[config.mk]
export PLATFORM = sky130hd
export DESIGN_NAME = pcm_tdm_port
export DESIGN_NICKNAME = d
export VERILOG_FILES = /design/src/rtl/pcm_tdm_pkg.sv /design/src/rtl/pcm_slot_regs.sv /design/src/rtl/pcm_frame_timer.sv /design/src/rtl/pcm_tx_lane.sv /design/src/rtl/pcm_rx_lane.sv /design/src/rtl/pcm_tdm_port.sv
export SDC_FILE = /design/constraint.sdc
export NUM_CORES = 1
export LEC_CHECK = 0
export ABC_AREA = 1
export ABC_CLOCK_PERIOD_IN_PS = 4500
export BUFFER_PORTS_ARGS = -buffer_cell sky130_fd_sc_hd__buf_2
export CORE_AREA = 4 4 122 147
export DETAILED_ROUTE_END_ITERATION = 6
export DIE_AREA = 0 0 126 151
export MAX_ROUTING_LAYER = met4
export PLACE_DENSITY = 0.69
export SYNTH_ARGS = -nofsm -noshare
export SYNTH_HDL_FRONTEND = slang
export SYNTH_SLANG_ARGS = --single-unit
export TNS_END_PERCENT = 5
[constraint.sdc]
create_clock -name clk -period 4.5 [get_ports clk]
set_input_delay 1.125 -clock clk [delete_from_list [all_inputs] [get_ports clk]]
set_output_delay 1.125 -clock clk [all_outputs]
set_load 0.005 [all_outputs]
[src/rtl/pcm_tdm_pkg.sv]
package pcm_tdm_pkg;

  localparam int SLOT_W   = 7;
  localparam int SAMPLE_W = 8;
  localparam int BIT_W    = $clog2(SAMPLE_W);
  localparam int POS_W    = SLOT_W + BIT_W;
  localparam int CFG_W    = SLOT_W + 1;

  typedef struct packed {
    logic              en;
    logic [SLOT_W-1:0] slot;
  } lane_cfg_t;

  function automatic logic [SLOT_W-1:0] pos_slot(input logic [POS_W-1:0] p);
    return p[POS_W-1:BIT_W];
  endfunction

  function automatic logic [BIT_W-1:0] pos_bit(input logic [POS_W-1:0] p);
    return p[BIT_W-1:0];
  endfunction

  function automatic logic lane_live(input lane_cfg_t c);
    return c.en && (c.slot != '0);
  endfunction

  // serial order is MSB first: bit period b carries sample bit (SAMPLE_W-1-b)
  function automatic logic [BIT_W-1:0] wire_index(input logic [BIT_W-1:0] b);
    return BIT_W'(SAMPLE_W - 1) - b;
  endfunction

endpackage

[src/rtl/pcm_slot_regs.sv]
module pcm_slot_regs
  import pcm_tdm_pkg::*;
#(
  parameter int NUM_CH = 4,
  localparam int CH_W = $clog2(NUM_CH)
) (
  input  logic            clk,
  input  logic            rst_n,
  input  logic            wr_en,
  input  logic [CH_W:0]   wr_addr,
  input  logic [CFG_W-1:0] wr_data,
  output lane_cfg_t       tx_cfg [NUM_CH],
  output lane_cfg_t       rx_cfg [NUM_CH]
);

  logic            wr_rx;
  logic [CH_W-1:0] wr_ch;

  assign wr_rx = wr_addr[CH_W];
  assign wr_ch = wr_addr[CH_W-1:0];

  for (genvar c = 0; c < NUM_CH; c++) begin : g_lane
    always_ff @(posedge clk or negedge rst_n) begin
      if (!rst_n) begin
        tx_cfg[c] <= '0;
      end else if (wr_en && !wr_rx && (wr_ch == CH_W'(c))) begin
        tx_cfg[c] <= lane_cfg_t'(wr_data);
      end
    end

    always_ff @(posedge clk or negedge rst_n) begin
      if (!rst_n) begin
        rx_cfg[c] <= '0;
      end else if (wr_en && wr_rx && (wr_ch == CH_W'(c))) begin
        rx_cfg[c] <= lane_cfg_t'(wr_data);
      end
    end
  end

endmodule

[src/rtl/pcm_frame_timer.sv]
module pcm_frame_timer
  import pcm_tdm_pkg::*;
(
  input  logic             clk,
  input  logic             rst_n,
  input  logic             bclk,
  input  logic             fs,
  output logic             bclk_rise,
  output logic             bclk_fall,
  output logic             launch,
  output logic             framed,
  output logic [POS_W-1:0] pos
);

  localparam logic [POS_W-1:0] POS_LAST = '1;

  logic bclk_d;

  assign bclk_rise = bclk & ~bclk_d;
  assign bclk_fall = ~bclk & bclk_d;

  always_ff @(posedge clk or negedge rst_n) begin
    if (!rst_n) begin
      bclk_d <= 1'b0;
      launch <= 1'b0;
    end else begin
      bclk_d <= bclk;
      launch <= bclk_rise;
    end
  end

  // position counter: restarts on frame sync, stops framing on overrun
  always_ff @(posedge clk or negedge rst_n) begin
    if (!rst_n) begin
      pos    <= '0;
      framed <= 1'b0;
    end else if (bclk_rise) begin
      if (fs) begin
        pos    <= '0;
        framed <= 1'b1;
      end else if (framed) begin
        if (pos == POS_LAST) begin
          framed <= 1'b0;
        end else begin
          pos <= pos + 1'b1;
        end
      end
    end
  end

endmodule

[src/rtl/pcm_tx_lane.sv]
module pcm_tx_lane
  import pcm_tdm_pkg::*;
#(
  parameter int NUM_CH = 4,
  localparam int CH_W = $clog2(NUM_CH)
) (
  input  logic                       clk,
  input  logic                       rst_n,
  input  logic                       launch,
  input  logic                       framed,
  input  logic [POS_W-1:0]           pos,
  input  lane_cfg_t                  tx_cfg [NUM_CH],
  input  logic [NUM_CH*SAMPLE_W-1:0] tx_data,
  output logic                       tx_hit,
  output logic [CH_W-1:0]            tx_owner,
  output logic                       dx,
  output logic                       dx_oe
);

  logic [SAMPLE_W-1:0] hold_q;
  logic [SAMPLE_W-1:0] fresh;
  logic [BIT_W-1:0]    cur_bit;

  // priority pick: scan downward so the lowest channel is written last
  always_comb begin
    tx_hit   = 1'b0;
    tx_owner = '0;
    for (int c = NUM_CH - 1; c >= 0; c--) begin
      if (lane_live(tx_cfg[c]) && (tx_cfg[c].slot == pos_slot(pos))) begin
        tx_hit   = 1'b1;
        tx_owner = CH_W'(c);
      end
    end
  end

  assign fresh   = tx_data[int'(tx_owner)*SAMPLE_W +: SAMPLE_W];
  assign cur_bit = pos_bit(pos);

  always_ff @(posedge clk or negedge rst_n) begin
    if (!rst_n) begin
      hold_q <= '0;
      dx     <= 1'b0;
      dx_oe  <= 1'b0;
    end else if (launch) begin
      if (framed && tx_hit) begin
        dx_oe <= 1'b1;
        if (cur_bit == '0) begin
          hold_q <= fresh;
          dx     <= fresh[SAMPLE_W-1];
        end else begin
          dx     <= hold_q[wire_index(cur_bit)];
        end
      end else begin
        dx_oe <= 1'b0;
        dx    <= 1'b0;
      end
    end
  end

endmodule

[src/rtl/pcm_rx_lane.sv]
module pcm_rx_lane
  import pcm_tdm_pkg::*;
#(
  parameter int NUM_CH = 4
) (
  input  logic                       clk,
  input  logic                       rst_n,
  input  logic                       capture,
  input  logic                       framed,
  input  logic [POS_W-1:0]           pos,
  input  logic                       dr,
  input  lane_cfg_t                  rx_cfg [NUM_CH],
  output logic                       byte_done,
  output logic [NUM_CH-1:0]          rx_hit,
  output logic [NUM_CH*SAMPLE_W-1:0] rx_data,
  output logic [NUM_CH-1:0]          rx_valid
);

  logic [SAMPLE_W-2:0] shift_q;
  logic [SAMPLE_W-1:0] whole;
  logic [SAMPLE_W-1:0] data_q  [NUM_CH];
  logic                valid_q [NUM_CH];

  assign whole     = {shift_q, dr};
  assign byte_done = capture && framed && (pos_bit(pos) == BIT_W'(SAMPLE_W - 1));

  always_ff @(posedge clk or negedge rst_n) begin
    if (!rst_n) begin
      shift_q <= '0;
    end else if (capture) begin
      shift_q <= whole[SAMPLE_W-2:0];
    end
  end

  for (genvar c = 0; c < NUM_CH; c++) begin : g_ch
    assign rx_hit[c] = lane_live(rx_cfg[c]) && (rx_cfg[c].slot == pos_slot(pos));

    always_ff @(posedge clk or negedge rst_n) begin
      if (!rst_n) begin
        data_q[c]  <= '0;
        valid_q[c] <= 1'b0;
      end else begin
        valid_q[c] <= byte_done && rx_hit[c];
        if (byte_done && rx_hit[c]) begin
          data_q[c] <= whole;
        end
      end
    end

    assign rx_data[c*SAMPLE_W +: SAMPLE_W] = data_q[c];
    assign rx_valid[c]                     = valid_q[c];
  end

endmodule

[src/rtl/pcm_tdm_port.sv]
module pcm_tdm_port
  import pcm_tdm_pkg::*;
#(
  parameter int NUM_CH = 4,
  localparam int CH_W = $clog2(NUM_CH)
) (
  input  logic                       clk,
  input  logic                       rst_n,
  input  logic                       wr_en,
  input  logic [CH_W:0]              wr_addr,
  input  logic [CFG_W-1:0]           wr_data,
  input  logic                       bclk,
  input  logic                       fs,
  input  logic [NUM_CH*SAMPLE_W-1:0] tx_data,
  output logic                       dx,
  output logic                       dx_oe,
  input  logic                       dr,
  output logic [NUM_CH*SAMPLE_W-1:0] rx_data,
  output logic [NUM_CH-1:0]          rx_valid
);

  // named internal events, visible to the bound checker
  lane_cfg_t        tx_cfg [NUM_CH];
  lane_cfg_t        rx_cfg [NUM_CH];
  logic             bclk_rise;
  logic             bclk_fall;
  logic             launch;
  logic             framed;
  logic [POS_W-1:0] pos;
  logic             tx_hit;
  logic [CH_W-1:0]  tx_owner;
  logic             byte_done;
  logic [NUM_CH-1:0] rx_hit;

  pcm_slot_regs #(.NUM_CH(NUM_CH)) u_regs (
    .clk     (clk),
    .rst_n   (rst_n),
    .wr_en   (wr_en),
    .wr_addr (wr_addr),
    .wr_data (wr_data),
    .tx_cfg  (tx_cfg),
    .rx_cfg  (rx_cfg)
  );

  pcm_frame_timer u_timer (
    .clk       (clk),
    .rst_n     (rst_n),
    .bclk      (bclk),
    .fs        (fs),
    .bclk_rise (bclk_rise),
    .bclk_fall (bclk_fall),
    .launch    (launch),
    .framed    (framed),
    .pos       (pos)
  );

  pcm_tx_lane #(.NUM_CH(NUM_CH)) u_tx (
    .clk      (clk),
    .rst_n    (rst_n),
    .launch   (launch),
    .framed   (framed),
    .pos      (pos),
    .tx_cfg   (tx_cfg),
    .tx_data  (tx_data),
    .tx_hit   (tx_hit),
    .tx_owner (tx_owner),
    .dx       (dx),
    .dx_oe    (dx_oe)
  );

  pcm_rx_lane #(.NUM_CH(NUM_CH)) u_rx (
    .clk       (clk),
    .rst_n     (rst_n),
    .capture   (bclk_fall),
    .framed    (framed),
    .pos       (pos),
    .dr        (dr),
    .rx_cfg    (rx_cfg),
    .byte_done (byte_done),
    .rx_hit    (rx_hit),
    .rx_data   (rx_data),
    .rx_valid  (rx_valid)
  );

endmodule

# [Word-level counts from Yosys, hierarchy flattened]
# Index checks and enable logic that the tools add are counted.
# W data, S select, Z words.
[totals] in_bits=49 regBits=130 elab_cells=120
[classes] bitwise_logic=4 muxes=19 n_eq_ne=14 order_cmp=1 addsub=2 n_reduce_logical=47 n_shift=1
[ops] op="$eq A7 B7 Y1" n=8
[ops] op="$reduce_bool A7 Y1" n=8
[ops] op="$logic_and A1 B1 Y1" n=33
[ops] op="$shiftx A32 B6 Y8" n=1
[ops] op="$mux W10" n=3
[ops] op="$mux W1" n=11
[ops] op="$add A10 B1 Y10 const B" n=1
[ops] op="$eq A10 B10 Y1 const B" n=1
[ops] op="$mux W2" n=4
[ops] op="$reduce_and A3 Y1" n=2
[ops] op="$eq A2 B2 Y1 const B" n=2
[ops] op="$lt A3 B4 Y1 const B" n=1
[ops] op="$bmux W1 S3" n=1
[ops] op="$eq A3 B3 Y1 const B" n=1
[ops] op="$logic_not A3 Y1" n=1
[ops] op="$sub A3 B3 Y3 const A" n=1
[ops] op="$and A1 B1 Y1" n=2
[ops] op="$eq A2 B1 Y1 const B" n=1
[ops] op="$logic_not A2 Y1" n=1
[ops] op="$ne A2 B2 Y1 const B" n=1
[ops] op="$not A1 Y1" n=2
[ops] op="$reduce_bool A2 Y1" n=1
[ops] op="$logic_not A1 Y1" n=1

# [Depth between registers and ports, before layout]
# Gate-level depths: netlist of run 1.
[logic_depth] word_depth=10 mapped_depth=17 ltp_nobuf=16

# [By module]
# A second synthesis of run 1 with hierarchy kept.
[unflattened] hier_cells=1013 hier_area_um2=7374.6
[by_module_without_submodules] mod="pcm_slot_regs" seq_area_each_um2=1601.5 cells_each=294 n_inst=1 area_per_inst_um2=2606.2
[by_module_without_submodules] mod="pcm_rx_lane" seq_area_each_um2=1076.0 cells_each=355 n_inst=1 area_per_inst_um2=2565.0
[by_module_without_submodules] mod="pcm_tx_lane" seq_area_each_um2=225.2 cells_each=276 n_inst=1 area_per_inst_um2=1445.1
[by_module_without_submodules] mod="pcm_frame_timer" seq_area_each_um2=325.3 cells_each=88 n_inst=1 area_per_inst_um2=758.2

# [Least setup slack after synthesis of run 1]
# No wires, ideal clock.
[synth_timing] path_kind="input port to flip-flop" from="in bclk" to="reg u_rx.data_q (netlist bit u_rx.rx_data[15])" cell_stages=8 t_required_ns=4.369 arrival_time_ns=2.138 path_slack_ns=2.231 path_cell_list="inv_1 nand4_1 nor4_1 and2_1 nand2_1 clkbuf_1 nand2_1 o21ai_0"
[synth_via] elab_chain_cells=5
[synth_rtl] element="from (decl)" line="pcm_tdm_port.sv:12" rtl="input logic bclk,"
[synth_rtl] element="$not A1 Y1" line="pcm_frame_timer.sv:20" rtl="assign bclk_fall = ~bclk & bclk_d;"
[synth_rtl] element="$and A1 B1 Y1" line="pcm_frame_timer.sv:20"
[synth_rtl] element="$logic_and A1 B1 Y1 (2 in series)" line="pcm_rx_lane.sv:25" rtl="assign byte_done = capture && framed && (pos_bit(pos) == BIT_W'(SAMPLE_W - 1));"
[synth_rtl] element="$logic_and A1 B1 Y1" line="pcm_rx_lane.sv:44" rtl="if (byte_done && rx_hit[c]) begin"
[synth_rtl] element="to (signal, indexed assignment)" line="pcm_rx_lane.sv:45" rtl="data_q[c] <= whole;"
[synth_rtl] element="to (decl)" line="pcm_rx_lane.sv:21" rtl="logic [SAMPLE_W-1:0] data_q [NUM_CH];"
# Every way passes these cells.
# A chain may end at the register's enable or synchronous reset.

# [Final worst setup path of run 1]
[layout_timing] from="reg u_timer.pos[6]" to="reg u_tx.hold_q[6]"
[layout_via] elab_chain_cells=8
[layout_rtl] element="from (decl)" line="pcm_frame_timer.sv:12" rtl="output logic [POS_W-1:0] pos"
[layout_rtl] element="from (signal assigned)" line="pcm_frame_timer.sv:45" rtl="pos <= pos + 1'b1;"
[layout_rtl] element="branches (longest 8 deep; another with $shiftx A32 B6 Y8)"
[layout_rtl] element="to (signal assigned)" line="pcm_tx_lane.sv:48" rtl="hold_q <= fresh;"
[layout_rtl] element="to (decl)" line="pcm_tx_lane.sv:20" rtl="logic [SAMPLE_W-1:0] hold_q;"
# Parallel ways; which one is timed is not known.

==> results of run 1 <==
[metal layers]
| layer | vias up | GRT usage | wire (um) |
|---|---|---|---|
| met2 | 158 | 0.304 | 8080 |
| met3 | 28 | 0.0370 | 828 |
| li1 | 2799 | - | - |
| met4 | 0 | 0.0655 | 384 |
| met5 | - | - | 0 |
| met1 | 2545 | 0.231 | 7350 |
[per-stage QoR]
stage                     cell area, um2  setup slack, ns  std cells
after global placement              7060             1.74       1093
after global routing                7630             1.69       1125
after CTS                           7630             1.83       1125
after detailed placement            7060             1.67       1093
final                               7630             1.88       1125
after floorplan                     6510             2.23        815
[flip-flops by register name, indices dropped and copies added, names as in the netlist]
| register | flops |
|---|---|
| u_timer.pos | 10 |
| u_rx.shift_q | 7 |
| u_tx.dx_oe | 1 |
| u_timer.bclk_d | 1 |
| u_timer.framed | 1 |
| u_tx.hold_q | 8 |
| u_rx.rx_data | 32 |
| u_rx.rx_valid | 4 |
| u_timer.launch | 1 |
| u_tx.dx | 1 |
| u_regs.tx_cfg | 32 |
| u_regs.rx_cfg | 32 |
[worst max-delay path, cell delays in order, from the launching register on]
cell and delay [ns]:
sky130_fd_sc_hd__dfrtp_1 0.69, sky130_fd_sc_hd__inv_2 0.26, sky130_fd_sc_hd__nand2_1 0.10, sky130_fd_sc_hd__o21ai_0 0.08
sky130_fd_sc_hd__nor2_1 0.13, sky130_fd_sc_hd__nand4_1 0.11, sky130_fd_sc_hd__nor2_2 0.24, sky130_fd_sc_hd__inv_4 0.15
sky130_fd_sc_hd__nand2_2 0.12, sky130_fd_sc_hd__o21ai_2 0.07, sky130_fd_sc_hd__nor2_4 0.27, sky130_fd_sc_hd__inv_1 0.14
sky130_fd_sc_hd__nand2_1 0.09, sky130_fd_sc_hd__nand2_1 0.06
[cells by family after synthesis]
logic type / after synthesis / synth area share
DFF: 130 / 0.499
adders and majority gates: 3 / 0.00576
AOI/OAI and AO/OA: 154 / 0.127
and+or+nand+nor: 379 / 0.255
xor gates and xnor gates: 18 / 0.0242
buffers and inverters: 131 / 0.0887
[layout by cell type (no fill, tap or decap), types with 16 or more instances in the layout]
cell type / synthesis / layout
sky130_fd_sc_hd__nand2_1: 242 / 242
sky130_fd_sc_hd__dfrtp_1: 130 / 130
sky130_fd_sc_hd__o21ai_0: 104 / 104
sky130_fd_sc_hd__inv_1: 95 / 95
sky130_fd_sc_hd__buf_2: 3 / 85
sky130_fd_sc_hd__nand3_1: 44 / 44
sky130_fd_sc_hd__nor2_1: 36 / 36
sky130_fd_sc_hd__o21ai_1: 17 / 17
sky130_fd_sc_hd__clkbuf_16: 0 / 17
sky130_fd_sc_hd__xor2_1: 16 / 16
[worst max path at each step]
| stage | cells after the start | start | end | slack [ns] |
|---|---|---|---|---|
| final | 13 | u_timer.pos[6]$_DFFE_PN0P_ | u_tx.hold_q[6]$_DFFE_PN0P_ | 1.88 |
| after detailed placement | 7 | bclk | u_rx.rx_data[18]$_DFFE_PN0P_ | 1.67 |
| after global routing | 13 | u_timer.pos[6]$_DFFE_PN0P_ | u_tx.hold_q[6]$_DFFE_PN0P_ | 1.69 |
| after CTS | 13 | u_timer.pos[6]$_DFFE_PN0P_ | u_tx.hold_q[6]$_DFFE_PN0P_ | 1.83 |
| after global placement | 7 | bclk | u_rx.rx_data[18]$_DFFE_PN0P_ | 1.74 |
| after floorplan | 8 | bclk | u_rx.rx_data[15]$_DFFE_PN0P_ | 2.23 |
[area by class of cell]
| class | count | area (um2) | area share |
|---|---|---|---|
| sequential | 130 | 3250 | 0.426 |
| inverter | 104 | 398 | 0.0521 |
| multi-input combinational | 554 | 2680 | 0.351 |
| clock buffer | 19 | 453 | 0.0593 |
| timing repair buffer | 89 | 459 | 0.0602 |
| tap | 216 | 270 | 0.0354 |
| clock inverter | 13 | 118 | 0.0154 |
[power groups by stage]
| stage | sequential [mW] | combinational, mW | clock, mW |
|---|---|---|---|
| 3_3_place_gp | 1.48 | 0.535 | 0 |
| 5_1_grt | 1.49 | 0.636 | 1.40 |
| 3_5_place_dp | 1.49 | 0.549 | 0 |
| 2_1_floorplan | 1.44 | 0.421 | 0 |
| 4_1_cts | 1.47 | 0.553 | 1.35 |
| 6_report | 1.47 | 0.546 | 1.32 |
==> reports/qor.yml, run 1 <==
p_leak_nw: 3.97
timing.final.crit_share: 0.583
drive_gt1_frac: 0.174
synthFlopType: "sky130_fd_sc_hd__dfrtp_1"
number_of_antenna_violations_at_the_first_check_in_global_routing: 0
report.final.slew_viol_count: 0
netlist_instances: 815
r2r_end: "u_tx.hold_q[6]$_DFFE_PN0P_"
start_point_of_the_worst_hold_path: "u_tx.dx$_DFFE_PN0P_"
critical_path_peak_fanout: 18
ant_nets: 0
core.rowCount: 52
power_frac_seq: 0.441
status: "finished, final reports clean"
post_synth.cell_area_avg_um2: 7.99
min_hold_slack_ns: 0.480
worst_ep_required_time_ns: 4.80
maxSlewHeadroom: 0.450
vdd_ir_drop_max_uv: 239
gr-usage-all-layers: 0.185
postRouteWirelength_um: 16600
die_area_um2: 19000
detail_route.wl_per_cell_um: 14.8
power.share.switching: 0.313
power.internal_mw: 2.30
synth.lib_cells_used.distinct: 35
whs_path_depth: 2
register_to_register_path_depth: 13
via_count: 5530
drtPass1Iterations: 6
rsz0062_at_grt: "no"
synth.top_cells.by_area: "sky130_fd_sc_hd__dfrtp_1, sky130_fd_sc_hd__nand2_1, sky130_fd_sc_hd__o21ai_0, sky130_fd_sc_hd__inv_1, sky130_fd_sc_hd__nand3_1"
setup_viol: 0
finalWorstPathRequiredPeriod_ns: 2.62
p_total_mw: 3.34
finalCoreUtilization: 0.458
most_frequent_cell_after_synthesis: "sky130_fd_sc_hd__nand2_1"
first_pass_grt_wire_length_um: 27200
synth_warnings: 0
min_path_type: "reg2reg"
tightest_slew_ns: 0.826
vert_die_dim_um: 151
post_cts_resize_count: 0
power.density_cell_area_nw_per_um2: 438
finalClockSkew_ns: 0.0134
cts_buffer_count: 17
cts_tree: "done"
achievable-frequency_ghz: 0.381
top_level_ports: 87
synth.ff_latch_count: 130
synth.net_count: 867
htree_num_levels: 4
grt_max_degree: 91
drt_drc_violations_left: 0
grt_pass1_vias: 5242
power_share_of_the_combinational_group: 0.163
synth.cells.most_frequent: "sky130_fd_sc_hd__nand2_1, sky130_fd_sc_hd__dfrtp_1, sky130_fd_sc_hd__o21ai_0"
io_buffer_count: 86
worst_setup_hold_path_clk_slew_ns: 0.06
timing.setup.tns_ns: 0
detailed_place_hpwl_um: 11500
areaGrowthSynthToFinish_pct: 17.2
post-cts-setup-buffers: 0
cap_violations: 0
cts_buffer_depth: 2
synthDominantCellAreaShare: 0.499
synth_area_leader_cell: "sky130_fd_sc_hd__dfrtp_1"
global_route.overflow_total: 0
crit_type: "reg2reg"
clk_root_buffer_cell: "sky130_fd_sc_hd__clkbuf_16"
timing.critical_path.arrival_ns: 2.92
n_antenna_cell: 0
die_w_um: 126
place.gp.congestion: 0.839
ff2ff_setup_slack_ns: 1.88
net-switching-power_mw: 1.05
vias_per_cell: 4.92
timing.critical_path.from_type: "flop"
synth-seq-area-share: 0.499
timing.hold.worst_endpoint: "u_tx.dx$_DFFE_PN0P_"
detailedRoute.firstIterationViolations: 370
core_area_um2: 16700
finish.net_count: 948
ff_to_ff_start: "u_timer.pos[6]$_DFFE_PN0P_"
synth_enable_flop_cells: 0
ys_async_sr_fraction: 1.00
p_clk_frac: 0.396
clk_sink_count: 130
floorplan.initialDensity: 0.391
endpoint_kind_of_the_worst_setup_timing_path: "flop"
cts_hold_buf: 0
clkLatencyLatePin_ns: 0.42
fillCellCount: 1681
mappedNetlistArea_um2: 6510
final_hold_viol_count: 0
Note: power is estimated with default switching activity, not from simulation.
==> inputs of run 2 (changes only) <==
--- a/config.mk
+++ b/config.mk
@@ -6,13 +6,13 @@
 export NUM_CORES = 1
 export LEC_CHECK = 0
 export ABC_AREA = 1
-export ABC_CLOCK_PERIOD_IN_PS = 4500
+export ABC_CLOCK_PERIOD_IN_PS = 2140
 export BUFFER_PORTS_ARGS = -buffer_cell sky130_fd_sc_hd__buf_2
 export CORE_AREA = 4 4 122 147
 export DETAILED_ROUTE_END_ITERATION = 6
 export DIE_AREA = 0 0 126 151
 export MAX_ROUTING_LAYER = met4
-export PLACE_DENSITY = 0.69
+export PLACE_DENSITY = 0.71
 export SYNTH_ARGS = -nofsm -noshare
 export SYNTH_HDL_FRONTEND = slang
 export SYNTH_SLANG_ARGS = --single-unit
==> constraint.sdc (replaced) <==
create_clock -name clk -period 2.14 [get_ports clk]
set_input_delay 0.535 -clock clk [delete_from_list [all_inputs] [get_ports clk]]
set_output_delay 0.535 -clock clk [all_outputs]
set_load 0.005 [all_outputs]
==> reports/qor.yml, run 2 (same netlist as run 1, synthesis figures left out) <==
min_path_type: "in2async"
gr-usage-all-layers: 0.189  # +0.00419
clk_sink_count: 130  # unchanged
ff2ff_setup_slack_ns: 0.18  # -1.70 ns
top_level_ports: 87  # unchanged
grt_max_degree: 52  # -43%
critical_path.n_buffers_inverters: 1  # -2
power.density_cell_area_nw_per_um2: 909  # +110%
core_area_um2: 16700  # unchanged
grt_pass1_vias: 5584  # +6.5%
floorplan.initialDensity: 0.391  # unchanged
status: "finished, final reports clean"
final_hold_viol_count: 0  # unchanged
finalClockSkew_ns: 0.0104  # -0.00301 ns
setup_viol: 0  # unchanged
vert_die_dim_um: 151  # unchanged
cap_violations: 0  # unchanged
cp_top_delay_family: "simple AND/OR/NAND/NOR gates"
layout_common_cells: "sky130_fd_sc_hd__nand2_1, sky130_fd_sc_hd__dfrtp_1, sky130_fd_sc_hd__o21ai_0"
critical_path_peak_fanout: 16  # -2
die_w_um: 126  # unchanged
endpoint_kind_of_the_worst_setup_timing_path: "flop"
timing.critical_path.arrival_ns: 2.27  # -0.65 ns
core.rowCount: 52  # unchanged
detailedRoute.firstIterationViolations: 351  # -5.1%
p_leak_nw: 4.12  # +4.0%
vdd_ir_drop_max_uv: 487  # +100%
mostFrequentLayoutCell: "sky130_fd_sc_hd__nand2_1"
timing.critical_path.from_type: "flop"
io_buffer_count: 86  # unchanged
crit_type: "reg2reg"
achievable-frequency_ghz: 0.510  # +34%
postRouteWirelength_um: 17100  # +2.9%
worst_ep_required_time_ns: 2.45  # -2.35 ns
global_route.overflow_total: 0  # unchanged
maxSlewHeadroom: 0.635  # +0.186
report.final.slew_viol_count: 0  # unchanged
tightest_slew_ns: 0.546  # -0.280 ns
timing.final.crit_share: 0.915  # +0.333
timing.setup.tns_ns: 0  # unchanged
first_pass_grt_wire_length_um: 28100  # +3.1%
clkLatencyLatePin_ns: 0.42  # about the same
detailed_place_hpwl_um: 12400  # +8.2%
n_antenna_cell: 0  # unchanged
place_ws_ns: 0.0582  # -1.61 ns
ant_nets: 0  # unchanged
worstPathCellList: "inv_4, nand2_1, nand2_1, nand2_1, nor2_1, nand3_1, nand2_2, nand2_4, nand2_4, nand2_1, nand3_1, nand3_1, nand2_1, nand2_1"
worst_path_largest_cell_delay_ns: 0.49  # -0.20 ns
worst_setup_hold_path_clk_slew_ns: 0.06  # about the same
vias_per_cell: 5.01  # +1.8%
finalCoreUtilization: 0.475  # +0.0171
cts_tree: "done"
finalWorstSetupSlack_ns: 0.181  # -1.70 ns
cts_buffer_count: 17  # unchanged
rsz0062_at_grt: "no"
place.gp.congestion: 0.934  # +11%
placedInstanceArea_um2: 7300  # +3.4%
final_design_area_no_fill_um2: 7920  # +3.7%
drive_gt1_frac: 0.204  # +0.0300
via_count: 5772  # +4.4%
cts_buffer_depth: 2  # unchanged
areaGrowthSynthToFinish_pct: 21.6
detail_route.wl_per_cell_um: 14.8  # +0.37%
critPathMostFrequentCell: "sky130_fd_sc_hd__nand2_1"
die_area_um2: 19000  # unchanged
critical_path.slowest_cell: "sky130_fd_sc_hd__dfrtp_2"
drtPass1Iterations: 5  # -1
htree_num_levels: 4  # unchanged
finalWorstPathRequiredPeriod_ns: 1.96  # -0.663 ns
number_of_antenna_violations_at_the_first_check_in_global_routing: 0  # unchanged
finish.net_count: 976  # +3.0%
clk_root_buffer_cell: "sky130_fd_sc_hd__clkbuf_16"
drt_drc_violations_left: 0  # unchanged
## run 2: layout make-up
cell class | count | area [um2]
fillers | 1647 | 8740
flip-flops and latches | 130 | 3260
multi-input cells | 554 | 2690
repair buffers | 117 | 716
clock buffers | 17 | 425
inverters | 104 | 400
well taps | 216 | 270
clock inverters | 15 | 163
## run 2: worst paths after layout
path	startpoint	endpoint	depth (start not counted)
setup / recovery	u_timer.pos[7]$_DFFE_PN0P_	u_tx.dx$_DFFE_PN0P_	14
hold / removal	rst_n	u_regs.rx_cfg[22]$_DFFE_PN0P_	1
setup reg to reg	u_timer.pos[7]$_DFFE_PN0P_	u_tx.dx$_DFFE_PN0P_	14
hold reg to reg	u_regs.tx_cfg[31]$_DFFE_PN0P_	u_regs.tx_cfg[31]$_DFFE_PN0P_	2
max in group asynchronous	rst_n	u_regs.tx_cfg[15]$_DFFE_PN0P_	2
min in group clk	bclk	u_timer.bclk_d$_DFF_PN0_	1
## run 2: what timing repair did
| action | CTS | global route |
|---|---|---|
| setup buffers | 0 | 2 |
| hold buffers | 0 | 0 |
| gates resized for setup | 0 | 6 |
| endpoints found under the setup margin | 0 | 10 |
## run 2: worst reg2reg max path, cell delays in order, from the launching register on
cell                      delay [ns]
sky130_fd_sc_hd__dfrtp_2        0.49
sky130_fd_sc_hd__inv_4          0.14
sky130_fd_sc_hd__nand2_1        0.07
sky130_fd_sc_hd__nand2_1        0.07
sky130_fd_sc_hd__nand2_1        0.05
sky130_fd_sc_hd__nor2_1         0.14
sky130_fd_sc_hd__nand3_1        0.15
sky130_fd_sc_hd__nand2_2        0.12
sky130_fd_sc_hd__nand2_4        0.07
sky130_fd_sc_hd__nand2_4        0.19
sky130_fd_sc_hd__nand2_1        0.08
sky130_fd_sc_hd__nand3_1        0.11
sky130_fd_sc_hd__nand3_1        0.08
sky130_fd_sc_hd__nand2_1        0.06
sky130_fd_sc_hd__nand2_1        0.04
## run 2: layer usage
| layer | GRT usage | routed length, um |
|---|---|---|
| met5 | - | 0 |
| met4 | 0.0730 | 486 |
| met3 | 0.0388 | 984 |
| met1 | 0.228 | 7280 |
| met2 | 0.315 | 8370 |
## run 2: power by group
| group | internal, mW | switching (mW) |
|---|---|---|
| Combinational | 0.481 | 0.746 |
| Sequential | 2.80 | 0.286 |
| Clock | 1.65 | 1.23 |
## run 2: metrics by stage
step | total power [mW] | std cells | hold slack [ns]
global placement | 4.31 | 1119 | 0.462
global route | 7.57 | 1153 | 0.0325
floorplan | 3.92 | 815 | 0.239
detailed placement | 4.35 | 1119 | 0.461
CTS | 7.24 | 1151 | 0.0196
finish | 7.20 | 1153 | 0.0213
